**config.mk**
```make
export PLATFORM = sky130hd
export DESIGN_NAME = sbx_sequencer
export DESIGN_NICKNAME = d
export VERILOG_FILES = /design/src/rtl/sbx_pkg.sv /design/src/rtl/sbx_dual_read.sv /design/src/rtl/sbx_limit_ctr.sv /design/src/rtl/sbx_buf_addr.sv /design/src/rtl/sbx_sequencer.sv
export SDC_FILE = /design/constraint.sdc
export NUM_CORES = 1
export LEC_CHECK = 0
export BUFFER_PORTS_ARGS = -buffer_cell sky130_fd_sc_hd__buf_2
export CORE_MARGIN = 1.5
export CORE_UTILIZATION = 40
export CTS_CLUSTER_DIAMETER = 80
export DETAILED_ROUTE_END_ITERATION = 7
export PLACE_DENSITY = 0.59
export SYNTH_ARGS = -nofsm -noshare
export SYNTH_HDL_FRONTEND = slang
export SYNTH_SLANG_ARGS = --single-unit
```
**constraint.sdc**
```tcl
create_clock -name clk -period 7.1 [get_ports clk]
set_input_delay 1.42 -clock clk [delete_from_list [all_inputs] [get_ports clk]]
set_output_delay 1.42 -clock clk [all_outputs]
set_load 0.05 [all_outputs]
```
**src/rtl/sbx_pkg.sv**
```systemverilog
// Shared encodings for the socket buffer transfer sequencer.
// Assumes one socket whose registers sit in block 0 of the frame interface.
package sbx_pkg;
    localparam logic [1:0]  BLK_SOCK   = 2'd0;
    localparam logic [1:0]  BLK_TX     = 2'd1;
    localparam logic [1:0]  BLK_RX     = 2'd2;
    localparam logic [15:0] REG_CMD    = 16'h0001;
    localparam logic [15:0] REG_STAT   = 16'h0003;
    localparam logic [15:0] REG_TXFREE = 16'h0020;
    localparam logic [15:0] REG_TXWR   = 16'h0024;
    localparam logic [15:0] REG_RXSIZE = 16'h0026;
    localparam logic [15:0] REG_RXRD   = 16'h0028;
    localparam logic [7:0]  CMD_SEND   = 8'h20;
    localparam logic [7:0]  CMD_RECV   = 8'h40;
    localparam logic [7:0]  STAT_EST   = 8'h17;

    typedef enum logic [3:0] {
        S_IDLE, S_STAT, S_PAIR, S_EVAL, S_XFER, S_PTRH, S_PTRL, S_CMD, S_POLL
    } sbx_state_t;

    typedef enum logic [1:0] {P_FREE, P_TXWR, P_RXSIZE, P_RXRD} sbx_pair_t;

    typedef enum logic [2:0] {
        E_NONE = 3'd0, E_NOTEST = 3'd1, E_NOROOM = 3'd2,
        E_TIMEOUT = 3'd3, E_UNSTABLE = 3'd4
    } sbx_err_t;
endpackage

```
**src/rtl/sbx_dual_read.sv**
```systemverilog
// Collects two back-to-back readings of a 16-bit register, high byte first.
// Assumes byte index 0..3 = first high, first low, second high, second low.
module sbx_dual_read (
    input  logic        clk,
    input  logic        rst_n,
    input  logic        cap,
    input  logic [1:0]  idx,
    input  logic [7:0]  din,
    output logic [15:0] val,
    output logic        match
);
    logic [15:0] first_q, second_q;

    // Store each arriving byte into its slot.
    always_ff @(posedge clk) begin
        if (!rst_n) begin
            first_q  <= '0;
            second_q <= '0;
        end else if (cap) begin
            case (idx)
                2'd0: first_q[15:8]  <= din;
                2'd1: first_q[7:0]   <= din;
                2'd2: second_q[15:8] <= din;
                default: second_q[7:0] <= din;
            endcase
        end
    end

    assign val   = second_q;
    assign match = (first_q == second_q);
endmodule

```
**src/rtl/sbx_limit_ctr.sv**
```systemverilog
// Saturating attempt counter; 'last' flags that the next event is the LIMIT-th.
// Assumes clr has priority over inc.
module sbx_limit_ctr #(
    parameter  int LIMIT = 4,
    localparam int CW    = $clog2(LIMIT + 1)
) (
    input  logic clk,
    input  logic rst_n,
    input  logic clr,
    input  logic inc,
    output logic last
);
    logic [CW-1:0] cnt;

    // Count events, clear on request.
    always_ff @(posedge clk) begin
        if (!rst_n || clr)
            cnt <= '0;
        else if (inc && cnt != CW'(LIMIT))
            cnt <= cnt + CW'(1);
    end

    assign last = (cnt == CW'(LIMIT - 1));
endmodule

```
**src/rtl/sbx_buf_addr.sv**
```systemverilog
// Maps a 16-bit socket pointer plus byte index to an offset inside the socket buffer.
// Assumes BUF_BYTES is a power of two.
module sbx_buf_addr #(
    parameter  int BUF_BYTES = 2048,
    localparam int LEN_W     = $clog2(BUF_BYTES) + 1
) (
    input  logic [15:0]      ptr,
    input  logic [LEN_W-1:0] idx,
    output logic [15:0]      off
);
    assign off = (ptr + 16'(idx)) & 16'(BUF_BYTES - 1);
endmodule

```
**src/rtl/sbx_sequencer.sv**
```systemverilog
// Socket buffer transfer sequencer: runs send/receive access sequences for one
// socket through a one-byte-per-frame SPI master. Assumes the frame master
// holds fr_ack high for one cycle with fr_rdata valid, and the staging memory
// reads combinationally.
module sbx_sequencer
    import sbx_pkg::*;
#(
    parameter  int BUF_BYTES   = 2048,
    parameter  int POLL_LIMIT  = 16,
    parameter  int RETRY_LIMIT = 4,
    localparam int STG_AW      = $clog2(BUF_BYTES),
    localparam int LEN_W       = STG_AW + 1
) (
    input  logic              clk,
    input  logic              rst_n,
    input  logic              start_send,
    input  logic              start_recv,
    input  logic [LEN_W-1:0]  send_len,
    output logic              busy,
    output logic              done,
    output logic [2:0]        err_code,
    output logic [LEN_W-1:0]  xfer_count,
    output logic              fr_req,
    output logic              fr_write,
    output logic [1:0]        fr_blk,
    output logic [15:0]       fr_addr,
    output logic [7:0]        fr_wdata,
    input  logic              fr_ack,
    input  logic [7:0]        fr_rdata,
    output logic [STG_AW-1:0] stg_addr,
    output logic              stg_we,
    output logic [7:0]        stg_wdata,
    input  logic [7:0]        stg_rdata
);
    sbx_state_t       state;
    sbx_pair_t        pair_sel;
    sbx_err_t         err_q;
    logic             op_recv;
    logic [1:0]       pidx;
    logic [LEN_W-1:0] cnt, idx, count_q;
    logic [15:0]      ptr, pair_val, pair_base, buf_off, nptr, ptr_reg;
    logic             pair_match, retry_last, poll_last, done_q;

    sbx_dual_read u_dual (
        .clk(clk), .rst_n(rst_n), .cap(state == S_PAIR && fr_ack),
        .idx(pidx), .din(fr_rdata), .val(pair_val), .match(pair_match)
    );

    sbx_limit_ctr #(.LIMIT(RETRY_LIMIT)) u_retry (
        .clk(clk), .rst_n(rst_n),
        .clr(state == S_IDLE || (state == S_EVAL && pair_match)),
        .inc(state == S_EVAL && !pair_match), .last(retry_last)
    );

    sbx_limit_ctr #(.LIMIT(POLL_LIMIT)) u_poll (
        .clk(clk), .rst_n(rst_n), .clr(state == S_CMD),
        .inc(state == S_POLL && fr_ack && fr_rdata != 8'h00), .last(poll_last)
    );

    sbx_buf_addr #(.BUF_BYTES(BUF_BYTES)) u_addr (
        .ptr(ptr), .idx(idx), .off(buf_off)
    );

    assign nptr    = ptr + 16'(cnt);
    assign ptr_reg = op_recv ? REG_RXRD : REG_TXWR;

    // Address of the 16-bit register currently being double-read.
    always_comb begin
        case (pair_sel)
            P_FREE:   pair_base = REG_TXFREE;
            P_TXWR:   pair_base = REG_TXWR;
            P_RXSIZE: pair_base = REG_RXSIZE;
            default:  pair_base = REG_RXRD;
        endcase
    end

    // Frame fields decoded from the current step.
    always_comb begin
        fr_req   = 1'b0;
        fr_write = 1'b0;
        fr_blk   = BLK_SOCK;
        fr_addr  = 16'h0000;
        fr_wdata = 8'h00;
        case (state)
            S_STAT: begin
                fr_req  = 1'b1;
                fr_addr = REG_STAT;
            end
            S_PAIR: begin
                fr_req  = 1'b1;
                fr_addr = pair_base + 16'(pidx[0]);
            end
            S_XFER: begin
                fr_req   = 1'b1;
                fr_blk   = op_recv ? BLK_RX : BLK_TX;
                fr_addr  = buf_off;
                fr_write = !op_recv;
                fr_wdata = op_recv ? 8'h00 : stg_rdata;
            end
            S_PTRH: begin
                fr_req   = 1'b1;
                fr_write = 1'b1;
                fr_addr  = ptr_reg;
                fr_wdata = nptr[15:8];
            end
            S_PTRL: begin
                fr_req   = 1'b1;
                fr_write = 1'b1;
                fr_addr  = ptr_reg + 16'd1;
                fr_wdata = nptr[7:0];
            end
            S_CMD: begin
                fr_req   = 1'b1;
                fr_write = 1'b1;
                fr_addr  = REG_CMD;
                fr_wdata = op_recv ? CMD_RECV : CMD_SEND;
            end
            S_POLL: begin
                fr_req  = 1'b1;
                fr_addr = REG_CMD;
            end
            default: ;
        endcase
    end

    // Step through the access sequence and record the result.
    always_ff @(posedge clk) begin
        if (!rst_n) begin
            state    <= S_IDLE;
            pair_sel <= P_FREE;
            err_q    <= E_NONE;
            op_recv  <= 1'b0;
            pidx     <= 2'd0;
            cnt      <= '0;
            idx      <= '0;
            count_q  <= '0;
            ptr      <= 16'h0000;
            done_q   <= 1'b0;
        end else begin
            done_q <= 1'b0;
            case (state)
                S_IDLE: begin
                    if (start_send) begin
                        op_recv <= 1'b0;
                        cnt     <= send_len;
                        err_q   <= E_NONE;
                        count_q <= '0;
                        state   <= S_STAT;
                    end else if (start_recv) begin
                        op_recv  <= 1'b1;
                        pair_sel <= P_RXSIZE;
                        pidx     <= 2'd0;
                        err_q    <= E_NONE;
                        count_q  <= '0;
                        state    <= S_PAIR;
                    end
                end
                S_STAT: if (fr_ack) begin
                    if (fr_rdata == STAT_EST) begin
                        pair_sel <= P_FREE;
                        pidx     <= 2'd0;
                        state    <= S_PAIR;
                    end else begin
                        err_q  <= E_NOTEST;
                        done_q <= 1'b1;
                        state  <= S_IDLE;
                    end
                end
                S_PAIR: if (fr_ack) begin
                    pidx <= pidx + 2'd1;
                    if (pidx == 2'd3) state <= S_EVAL;
                end
                S_EVAL: begin
                    pidx <= 2'd0;
                    if (!pair_match) begin
                        if (retry_last) begin
                            err_q  <= E_UNSTABLE;
                            done_q <= 1'b1;
                            state  <= S_IDLE;
                        end else begin
                            state <= S_PAIR;
                        end
                    end else begin
                        case (pair_sel)
                            P_FREE: begin
                                if (16'(cnt) > pair_val) begin
                                    err_q  <= E_NOROOM;
                                    done_q <= 1'b1;
                                    state  <= S_IDLE;
                                end else begin
                                    pair_sel <= P_TXWR;
                                    state    <= S_PAIR;
                                end
                            end
                            P_TXWR: begin
                                ptr   <= pair_val;
                                idx   <= '0;
                                state <= (cnt == '0) ? S_PTRH : S_XFER;
                            end
                            P_RXSIZE: begin
                                if (pair_val == 16'h0000) begin
                                    done_q <= 1'b1;
                                    state  <= S_IDLE;
                                end else begin
                                    cnt <= (pair_val > 16'(BUF_BYTES)) ?
                                           LEN_W'(BUF_BYTES) : pair_val[LEN_W-1:0];
                                    pair_sel <= P_RXRD;
                                    state    <= S_PAIR;
                                end
                            end
                            default: begin
                                ptr   <= pair_val;
                                idx   <= '0;
                                state <= S_XFER;
                            end
                        endcase
                    end
                end
                S_XFER: if (fr_ack) begin
                    idx <= idx + LEN_W'(1);
                    if (idx == cnt - LEN_W'(1)) state <= S_PTRH;
                end
                S_PTRH: if (fr_ack) state <= S_PTRL;
                S_PTRL: if (fr_ack) state <= S_CMD;
                S_CMD:  if (fr_ack) state <= S_POLL;
                S_POLL: if (fr_ack) begin
                    if (fr_rdata == 8'h00) begin
                        count_q <= cnt;
                        done_q  <= 1'b1;
                        state   <= S_IDLE;
                    end else if (poll_last) begin
                        err_q  <= E_TIMEOUT;
                        done_q <= 1'b1;
                        state  <= S_IDLE;
                    end
                end
                default: state <= S_IDLE;
            endcase
        end
    end

    assign busy       = (state != S_IDLE);
    assign done       = done_q;
    assign err_code   = err_q;
    assign xfer_count = count_q;
    assign stg_addr   = idx[STG_AW-1:0];
    assign stg_we     = (state == S_XFER) && op_recv && fr_ack;
    assign stg_wdata  = fr_rdata;
endmodule

```
### Yosys cells after proc, flatten, opt, wreduce, memory -nomap -nowiden

Cells that the tools add are included.

* flip-flop bits (word level): 105
* input port bits: 33
* output and inout bits: 65
* logic and storage cells: 210

* add/subtract/negate cells: 9
* magnitude comparators: 2
* equality and inequality tests: 49
* mux-type cells: 84
* bitwise logic cells: 2
* reduce and logical (&&, ||, !) cells: 48

Operator list (number)
* $mux W12: 12
* $pmux W16 S6: 1
* $pmux W12 S2: 3
* $mux W4: 15
* $ne A2 B2 Y1 const B: 18
* $pmux W4 S9: 1
* $mux W3: 11
* $mux W2: 16
* $pmux W8 S4: 1
* $pmux W4 S3: 2
* $add A16 B1 Y16: 1
* $add A16 B12 Y16: 1
* $eq A16 B16 Y1: 1
* $eq A4 B3 Y1 const B: 4
* $gt A12 B16 Y1: 1
* $gt A16 B12 Y1 const B: 1
* $logic_not A16 Y1: 1
* $ne A3 B3 Y1 const B: 5
* $mux W1: 13
* $add A12 B1 Y12 const B: 1
* $eq A12 B12 Y1: 1
* $logic_not A12 Y1: 1
* $pmux W3 S4: 1
* $reduce_bool A4 Y1: 3
* 46 further kinds: 79

### Logic depth before layout (Yosys ltp)

Gate-level depths: netlist of run 1.

* depth in word-level cells: 6
* mapped depth: 10
* gate-level depth less buffers: 10

### Modules after synthesis

From an unflattened synthesis of run 1, not the netlist that was laid out.

* cell total of the unflattened synthesis: 893
* area, all modules: 7370.8 um2

Modules (own cells, without submodules)
* sbx_sequencer: instances 1, cells an instance 649, area each 4996.0 um2, seq. area each 1301.2 um2
* sbx_dual_read: instances 1, cells an instance 127, area each 1407.6 um2, seq. area each 640.6 um2
* sbx_buf_addr: instances 1, cells an instance 68, area each 494.2 um2, seq. area each 0.0 um2
* sbx_limit_ctr at u_poll: instances 1, cells an instance 30, area each 291.5 um2, seq. area each 100.1 um2
* sbx_limit_ctr at u_retry: instances 1, cells an instance 19, area each 181.4 um2, seq. area each 60.1 um2

### Worst setup path before layout of run 1

OpenSTA, ideal clock, no wires.

* path kind: reg-to-output
* start: register state[2]
* end: output fr_wdata[2]
* arrival: 3.034 ns
* required time: 5.680 ns
* path slack: 2.646 ns
* stages on the path, launching flop included: 7
* buffers on the path: 1
* cell sequence: dfxtp_1 -> clkbuf_1 -> nor2b_1 -> nand2_1 -> nor2_1 -> a22oi_1 -> o22ai_1

* cells in the longest elaborated chain, start to end: 2
* elaborated cells between the ends (all ways): 5
* those cells by class: eq/ne: 4; mux: 1

Ends and longest elaborated chain
* from (decl): line sbx_sequencer.sv:35 `sbx_state_t state;`
* from (signal assigned): line sbx_sequencer.sv:198 `state <= (cnt == '0) ? S_PTRH : S_XFER;`
* $eq A4 B3 Y1: line sbx_sequencer.sv:84 `case (state)`
* $pmux W8 S4 *: line sbx_sequencer.sv:84
* to (decl): line sbx_sequencer.sv:27 `output logic [7:0] fr_wdata,`

Mark *: on every way between the ends. The rest lies on a longest branch, timed or not.

### Final worst setup path of run 1

Ends and elaborated chain as after synthesis.

==> results.md, run 1 <==
* CTS HTree Levels at 3
* Worst Setup End Kind: output pin
* CP cell instances: nor2b_1 > nand2_1 > nor2_1 > a22oi_1 > o22ai_1 > buf_2
* Share of async-settable or async-resettable flops after synthesis at 0
* Fraction of the yosys area taken by sequential cells at 0.293
* R2R setup slack at 3.29 ns
* Power, Total at ~2.2 mW
* Full die area at between 15,000 and 20,000 um^2
* Clock buffers created by TritonCTS at 9
* Synthesis-to-finish area growth at 10.5%
* Antenna cells at 0
* CP required at 5.68 ns
* Bufs on Longest Clock Path at 2
* Measured slew at the worst slew-check pin at 1.26 ns
* Non-Filler Cell Area, Final at between 7000 and 8000 um^2
* Critical path peak fanout at 23
* Final clock period utilization by the worst path at 0.670
* HPWL Detailed at ~17 mm
* Cell area after technology mapping at around 7000 um^2
* Core Region at 17,400 um^2
* PwrDens at around 270 nW/um^2
* Maximum resistive drop on vdd at 139 uV
* Clock sinks at approximately 110
* Final weighted congestion of routability-driven global placement at 0.914
* Total global routing overflow at 0
* Vias after detailed routing at roughly 6.7k
* Most instantiated library cell after synthesis: sky130_fd_sc_hd__dfxtp_1
* Share of post-route cells with drive strength above 1 at 0.140
* Critical path startpoint category: flop
* Library cell occupying the most area in the post-synthesis netlist: sky130_fd_sc_hd__dfxtp_1
* Synth Register Bits at ~110
* Summed negative setup slack over all endpoints at 0 ns
* Leading register cell type out of synthesis: sky130_fd_sc_hd__dfxtp_1
* Fin. max-slew vios at 0
* Drt drc at 0
* Cell family with most CP delay: simple AND/OR/NAND/NOR gates
* Run status: finished clean
* Starting density of the core at 0.412
* Top routing layer in use: met4
* Final setup vio count at 0
* Clock tree from TritonCTS: built
* Die Y-Extent at approximately 140 um
* Final Skew at around 0.0095 ns
* R2r startpoint: state[0]$_SDFFE_PN0P_
* Total placed instance area at between 7000 and 8000 um^2
* Met3 routed WL at between 1 and 1.5 mm
* Number of hold buffers added after CTS at 0
* Wire length of the first global-routing pass at 33.4 mm
* Wire length per cell after detailed routing at between 15 and 20 um
* Launch instance of the worst min-delay path: xfer_count[1]$_SDFFE_PN0P_
* Final Instance Count excl. Fillers at 1,180
* Fillcell total at 1,809
* Share of the synthesized area in the top cell type at 0.293
* Via density per instance at between 5 and 6
* Initial antenna violation count at 0
* Crit path arrival time at 3.34 ns
* Ys Warns at 0
* Amount of wire on met2 after detailed routing at approximately 10 mm
* Unrepaired setup endpoints after global routing: false
* Delay of the slowest critical-path stage at 0.76 ns
* DRT antenna net count at 0
* Fmax at approximately 0.21 GHz
* Detailed-route wire length at around 22 mm
* Pin count of the biggest net entering global routing at between 80 and 90
* List of most frequent post-synthesis cells: sky130_fd_sc_hd__dfxtp_1 (105), sky130_fd_sc_hd__nor2_1 (89), sky130_fd_sc_hd__nand2_1 (84), sky130_fd_sc_hd__a21oi_1 (77), sky130_fd_sc_hd__nand3_1 (61)
* Die W at between 100 and 150 um
* Static power due to leakage at 3.22 nW
* Number of cell instances on the worst register-to-register path at 7
* Number of top-level pins at between 90 and 100
* Net total in the final layout at about 1.0k
* Syn Inst Count at 910
* Post-CTS setup buffers at 0
* Slowest library cell on the worst path: sky130_fd_sc_hd__dfxtp_1
* Final critical-path required period at about 4.8 ns
* Worst setup margin at roughly 2.3 ns
* Met1 Wirelength at between 10 and 15 mm
* Pre-CTS WS at about 2.8 ns
* Hold path endpoint: xfer_count[1]$_SDFFE_PN0P_
* GRT Util Overall at 0.237
* Floorplan row count at 48
* Mean cell area of the mapped netlist at slightly below 8 um^2
* Hold Path Depth at 2
* Total placed cells including tap cells at ~1.2k
* Final hold violations at 0
* Most area-consuming cells after synthesis: sky130_fd_sc_hd__dfxtp_1 (29%), sky130_fd_sc_hd__ha_1 (8.9%), sky130_fd_sc_hd__xor2_1 (5.7%)
* Unique cell type count in the Yosys netlist at 74
* Port buffer count at just over 90
* Number of DRC violations after detailed-routing iteration 0 at approximately 440
* Number of resized instances in the post-cts repair step at 0
* Reg-to-Reg End: idx[9]$_SDFFE_PN0P_
* Worst-Skew Late Latency at 0.37 ns
* Classification of the worst setup path: reg2out
* Utilization after layout at 0.455
* Worst Hold Margin at roughly 0.46 ns
* Worst slew margin relative to its limit at 0.156
* EDFF count, synth at 0
* DR pass1 iterations at 5
* HP Class: reg2reg
* Number of global-route vias before repair at between 5k and 6k
* Buffers and inverters on the worst path at 1
* Root buffer selected by CTS: sky130_fd_sc_hd__clkbuf_16
* Clock transition at path regs at roughly 0.080 ns
* Max-cap viol count at 0
[worst max-delay path by stage]
stage | start | end | cells after the start
floorplan | state[2]$_SDFFE_PN0P_ | fr_wdata[2] | 6
finish | state[2]$_SDFFE_PN0P_ | fr_wdata[2] | 6
global route | state[2]$_SDFFE_PN0P_ | fr_wdata[2] | 6
global placement | state[2]$_SDFFE_PN0P_ | fr_wdata[2] | 6
CTS | state[2]$_SDFFE_PN0P_ | fr_wdata[2] | 6
detailed placement | state[2]$_SDFFE_PN0P_ | fr_wdata[2] | 6
[cells in the final DEF (no fill, tap or decap), types with 3 or more instances in the layout]
cell	Yosys	routed
sky130_fd_sc_hd__a211oi_1	19	19
sky130_fd_sc_hd__a21o_1	6	6
sky130_fd_sc_hd__a21oi_1	77	77
sky130_fd_sc_hd__a221oi_1	10	10
sky130_fd_sc_hd__a22oi_1	6	6
sky130_fd_sc_hd__a31oi_1	7	7
sky130_fd_sc_hd__and3_1	9	9
sky130_fd_sc_hd__buf_2	5	92
sky130_fd_sc_hd__buf_4	25	4
sky130_fd_sc_hd__clkbuf_16	0	9
sky130_fd_sc_hd__conb_1	1	5
sky130_fd_sc_hd__dfxtp_1	105	105
sky130_fd_sc_hd__ha_1	51	51
sky130_fd_sc_hd__inv_1	40	40
sky130_fd_sc_hd__mux2i_1	26	26
sky130_fd_sc_hd__nand2_1	84	84
sky130_fd_sc_hd__nand2b_1	8	8
sky130_fd_sc_hd__nand3_1	61	61
sky130_fd_sc_hd__nand4_1	14	14
sky130_fd_sc_hd__nor2_1	89	89
sky130_fd_sc_hd__nor2b_1	7	7
sky130_fd_sc_hd__nor3_1	18	18
sky130_fd_sc_hd__nor3b_1	3	3
sky130_fd_sc_hd__nor4_1	12	12
sky130_fd_sc_hd__o211ai_1	4	4
sky130_fd_sc_hd__o21a_1	4	4
sky130_fd_sc_hd__o21ai_0	32	32
sky130_fd_sc_hd__o22ai_1	8	8
sky130_fd_sc_hd__o31ai_1	5	5
sky130_fd_sc_hd__o41ai_1	4	4
sky130_fd_sc_hd__or2_2	5	5
sky130_fd_sc_hd__or4_1	3	3
sky130_fd_sc_hd__xnor2_1	22	22
sky130_fd_sc_hd__xor2_1	47	47
[cells by family (layout without fill, tap and decap cells)]
| group | count (synthesis) | after routing | share of synthesized area |
|---|---|---|---|
| simple gates | 334 | 334 | 0.229 |
| compound gates | 209 | 209 | 0.188 |
| buf+inv | 112 | 153 | 0.0735 |
| flops | 105 | 105 | 0.293 |
| xor+xnor | 69 | 69 | 0.0842 |
| fa+ha+maj | 53 | 53 | 0.0944 |
| mux | 27 | 27 | 0.0378 |
| other cells | 1 | 5 | 0.000522 |
[worst reg2reg max path, delay by kind of cell (launching register included)]
family          cells  cell delay, ns
flops               1            0.76
compound gates      2            0.94
xor+xnor            1            0.18
simple gates        4            1.82
[power by group]
part           leakage, nW  total [mW]  switching [mW]  internal, mW
sequential           0.849       0.726          0.0970         0.629
combinational         2.21       0.867           0.575         0.292
clock                0.161       0.575           0.258         0.317
total                 3.22        2.17           0.930          1.24
[final cells by class]
cell class	count	area, um^2	area share
tap	225	282	0.0355
sequential	105	2100	0.265
clock inverter	7	113	0.0142
clock buffer	9	225	0.0284
inverter	41	154	0.0194
multi-input combinational	697	4570	0.576
timing repair buffer	96	490	0.0618
[layer usage]
| metal | global-route usage | vias to the layer above |
|---|---|---|
| li1 | - | 3298 |
| met1 | 0.324 | 3131 |
| met2 | 0.371 | 213 |
| met3 | 0.0519 | 29 |
| met4 | 0.0743 | 0 |
| met5 | 0 | - |
Note: power is estimated with default switching activity, not from simulation.
==> run 2, diff against run 1 <==
==> constraint.sdc (replaced) <==
create_clock -name clk -period 4.48 [get_ports clk]
set_input_delay 0.896 -clock clk [delete_from_list [all_inputs] [get_ports clk]]
set_output_delay 0.896 -clock clk [all_outputs]
set_load 0.05 [all_outputs]
==> run 2 against run 1 <==
Non-clock buffer count increased by 13. Via count up 0.63%. Sequential power up 53%. Critical path depth unchanged. Die area is the same. Clock power rose by 46%. First-iteration DRC count down 6.2%. Critical endpoint unchanged. Largest cell class unchanged.
==> results.md, run 2 (synthesis gave the netlist of run 1 again) <==
* Run status: finished clean
* Summed negative setup slack over all endpoints at 0 ns (unchanged)
* Worst slew margin relative to its limit at 0.229 (+0.0732)
* Crit path arrival time at 3.15 ns (-0.19 ns)
* Die Y-Extent at 137 um (unchanged)
* Cell family with most CP delay: simple AND/OR/NAND/NOR gates
* Area of the multi-input gates at 4570 um^2 (unchanged)
* Buffers and inverters on the worst path at 1 (unchanged)
* Clock sinks at 105 (unchanged)
* Antenna cells at 0 (unchanged)
* Floorplan row count at 48 (unchanged)
* Starting density of the core at 0.412 (unchanged)
* Synthesis-to-finish area growth at 11.4%
* Final hold violations at 0 (unchanged)
* CP cell instances: nor2_1 > nand2_1 > nor2_1 > a22oi_1 > o22ai_1 > buf_2
* Bufs on Longest Clock Path at 2 (unchanged)
* Final clock period utilization by the worst path at 0.903
* Fillcell total at 1,795 (-0.77%)
* Initial antenna violation count at 0 (unchanged)
* PwrDens at 426 nW/um^2 (+56%)
* Worst Hold Margin at 0.452 ns (-0.00536 ns)
* Port buffer count at 92 (unchanged)
* Full die area at 18,800 um^2 (unchanged)
* Max-cap viol count at 0 (unchanged)
* Clock tree from TritonCTS: built
* Final setup vio count at 0 (unchanged)
* Number of hold buffers added after CTS at 0 (unchanged)
* Classification of the worst setup path: reg2out
* Final weighted congestion of routability-driven global placement at 0.916 (+0.19%)
* Number of resized instances in the post-cts repair step at 0 (unchanged)
* Vias after detailed routing at 6,713 (+0.63%)
* Pre-CTS WS at 0.887 ns (-1.94 ns)
* Drt drc at 0 (unchanged)
* Root buffer selected by CTS: sky130_fd_sc_hd__clkbuf_16
* Clock transition at path regs at 0.09 ns (about the same)
* Post-CTS setup buffers at 0 (unchanged)
* Total global routing overflow at 0 (unchanged)
* DR pass1 iterations at 4 (-1)
* Number of top-level pins at 98 (unchanged)
* Worst setup margin at 0.436 ns (-1.91 ns)
* Number of DRC violations after detailed-routing iteration 0 at 412 (-6.2%)
* Fin. max-slew vios at 0 (unchanged)
* Pin count of the biggest net entering global routing at 58 (-28%)
* CP required at 3.58 ns (-2.10 ns)
* Utilization after layout at 0.459 (+0.00395)
* R2R setup slack at 1.37 ns (-1.92 ns)
* Share of post-route cells with drive strength above 1 at 0.152 (+0.0115)
* Core Region at 17,400 um^2 (unchanged)
* Fmax at ~0.25 GHz
* Most frequent standard cell in the layout excluding fill and tap cells: sky130_fd_sc_hd__dfxtp_1
* Unrepaired setup endpoints after global routing: false
* Net total in the final layout at 1,049 (+1.3%)
* Final Skew at 0.0158 ns (+0.00632 ns)
* DRT antenna net count at 0 (unchanged)
* HP Class: reg2reg
* CP most frequent cell: sky130_fd_sc_hd__nor2_1
* Wire length of the first global-routing pass at 33.6 mm (+0.50%)
* Non-Filler Cell Area, Final at 8000 um^2 (+0.87%)
* Slowest library cell on the worst path: sky130_fd_sc_hd__nor2_1
* Detailed-route wire length at 22.2 mm (+0.98%)
* Critical path peak fanout at 21 (-8.7%)
* Wire length per cell after detailed routing at 18.6 um (-0.12%)
* Register Area at 2100 um^2 (unchanged)
* Total placed instance area at 7690 um^2 (+1.3%)
* Maximum resistive drop on vdd at 263 uV (+89%)
* Via density per instance at 5.63 (-0.47%)
* Commonest cells after routing, fill and taps aside: sky130_fd_sc_hd__dfxtp_1 (105), sky130_fd_sc_hd__buf_2 (92), sky130_fd_sc_hd__nor2_1 (89), sky130_fd_sc_hd__nand2_1 (84), sky130_fd_sc_hd__a21oi_1 (77)
* Die W at 137 um (unchanged)
* Clock buffers created by TritonCTS at 9 (unchanged)
* CTS HTree Levels at 3 (unchanged)
* GRT Util Overall at 0.238 (+0.000507)
* Worst Setup End Kind: output pin
* Measured slew at the worst slew-check pin at 1.15 ns (-0.106 ns)
* Static power due to leakage at 3.28 nW (+1.8%)
* HPWL Detailed at 16.9 mm (+2.4%)
* Worst-Skew Late Latency at 0.37 ns (about the same)
* Number of global-route vias before repair at 5,877 (-0.96%)
* Final critical-path required period at between 4 and 5 ns
* Delay of the slowest critical-path stage at 0.61 ns (-0.15 ns)
* Critical path startpoint category: flop
run 2: where the power goes:
| part | leakage (nW) | internal [mW] | switching (mW) |
|---|---|---|---|
| Combinational | 2.28 | 0.490 | 0.970 |
| Clock | 0.152 | 0.406 | 0.434 |
| Sequential | 0.849 | 0.997 | 0.112 |
| Total | 3.28 | 1.89 | 1.52 |
run 2: layer usage:
layer | global-route usage | routed length (um)
met5 | 0 | 0
met4 | 0.0556 | 299
met3 | 0.0322 | 1050
met2 | 0.388 | 10500
met1 | 0.332 | 10300
run 2: layout make-up:
type / count / area share
Timing Repair Buffer: 109 / 0.0735
Clock inverter: 7 / 0.0105
Clock buffer: 9 / 0.0282
Sequential cell: 105 / 0.263
Inverter: 41 / 0.0192
Multi-Input combinational cell: 697 / 0.571
Tap cell: 225 / 0.0352
run 2: worst min-delay path, cell delays in order, from the launching register on:
cell and delay, ns:
sky130_fd_sc_hd__dfxtp_1 0.32, sky130_fd_sc_hd__nand2_1 0.05, sky130_fd_sc_hd__a21oi_1 0.05
run 2: final timing paths:
path / startpoint / endpoint / cells after the start
setup / recovery: state[0]$_SDFFE_PN0P_ / fr_wdata[2] / 6
setup reg to reg: u_dual.val[0]$_SDFFE_PN0P_ / cnt[0]$_SDFFE_PN0P_ / 7
hold / removal: xfer_count[3]$_SDFFE_PN0P_ / xfer_count[3]$_SDFFE_PN0P_ / 2
hold reg to reg: xfer_count[3]$_SDFFE_PN0P_ / xfer_count[3]$_SDFFE_PN0P_ / 2
run 2: through the flow:
stage	std cells	power [mW]
floorplan	914	2.18
global placement	1177	2.58
detailed placement	1177	2.58
CTS	1193	3.41
global route	1193	3.59
finish	1193	3.41
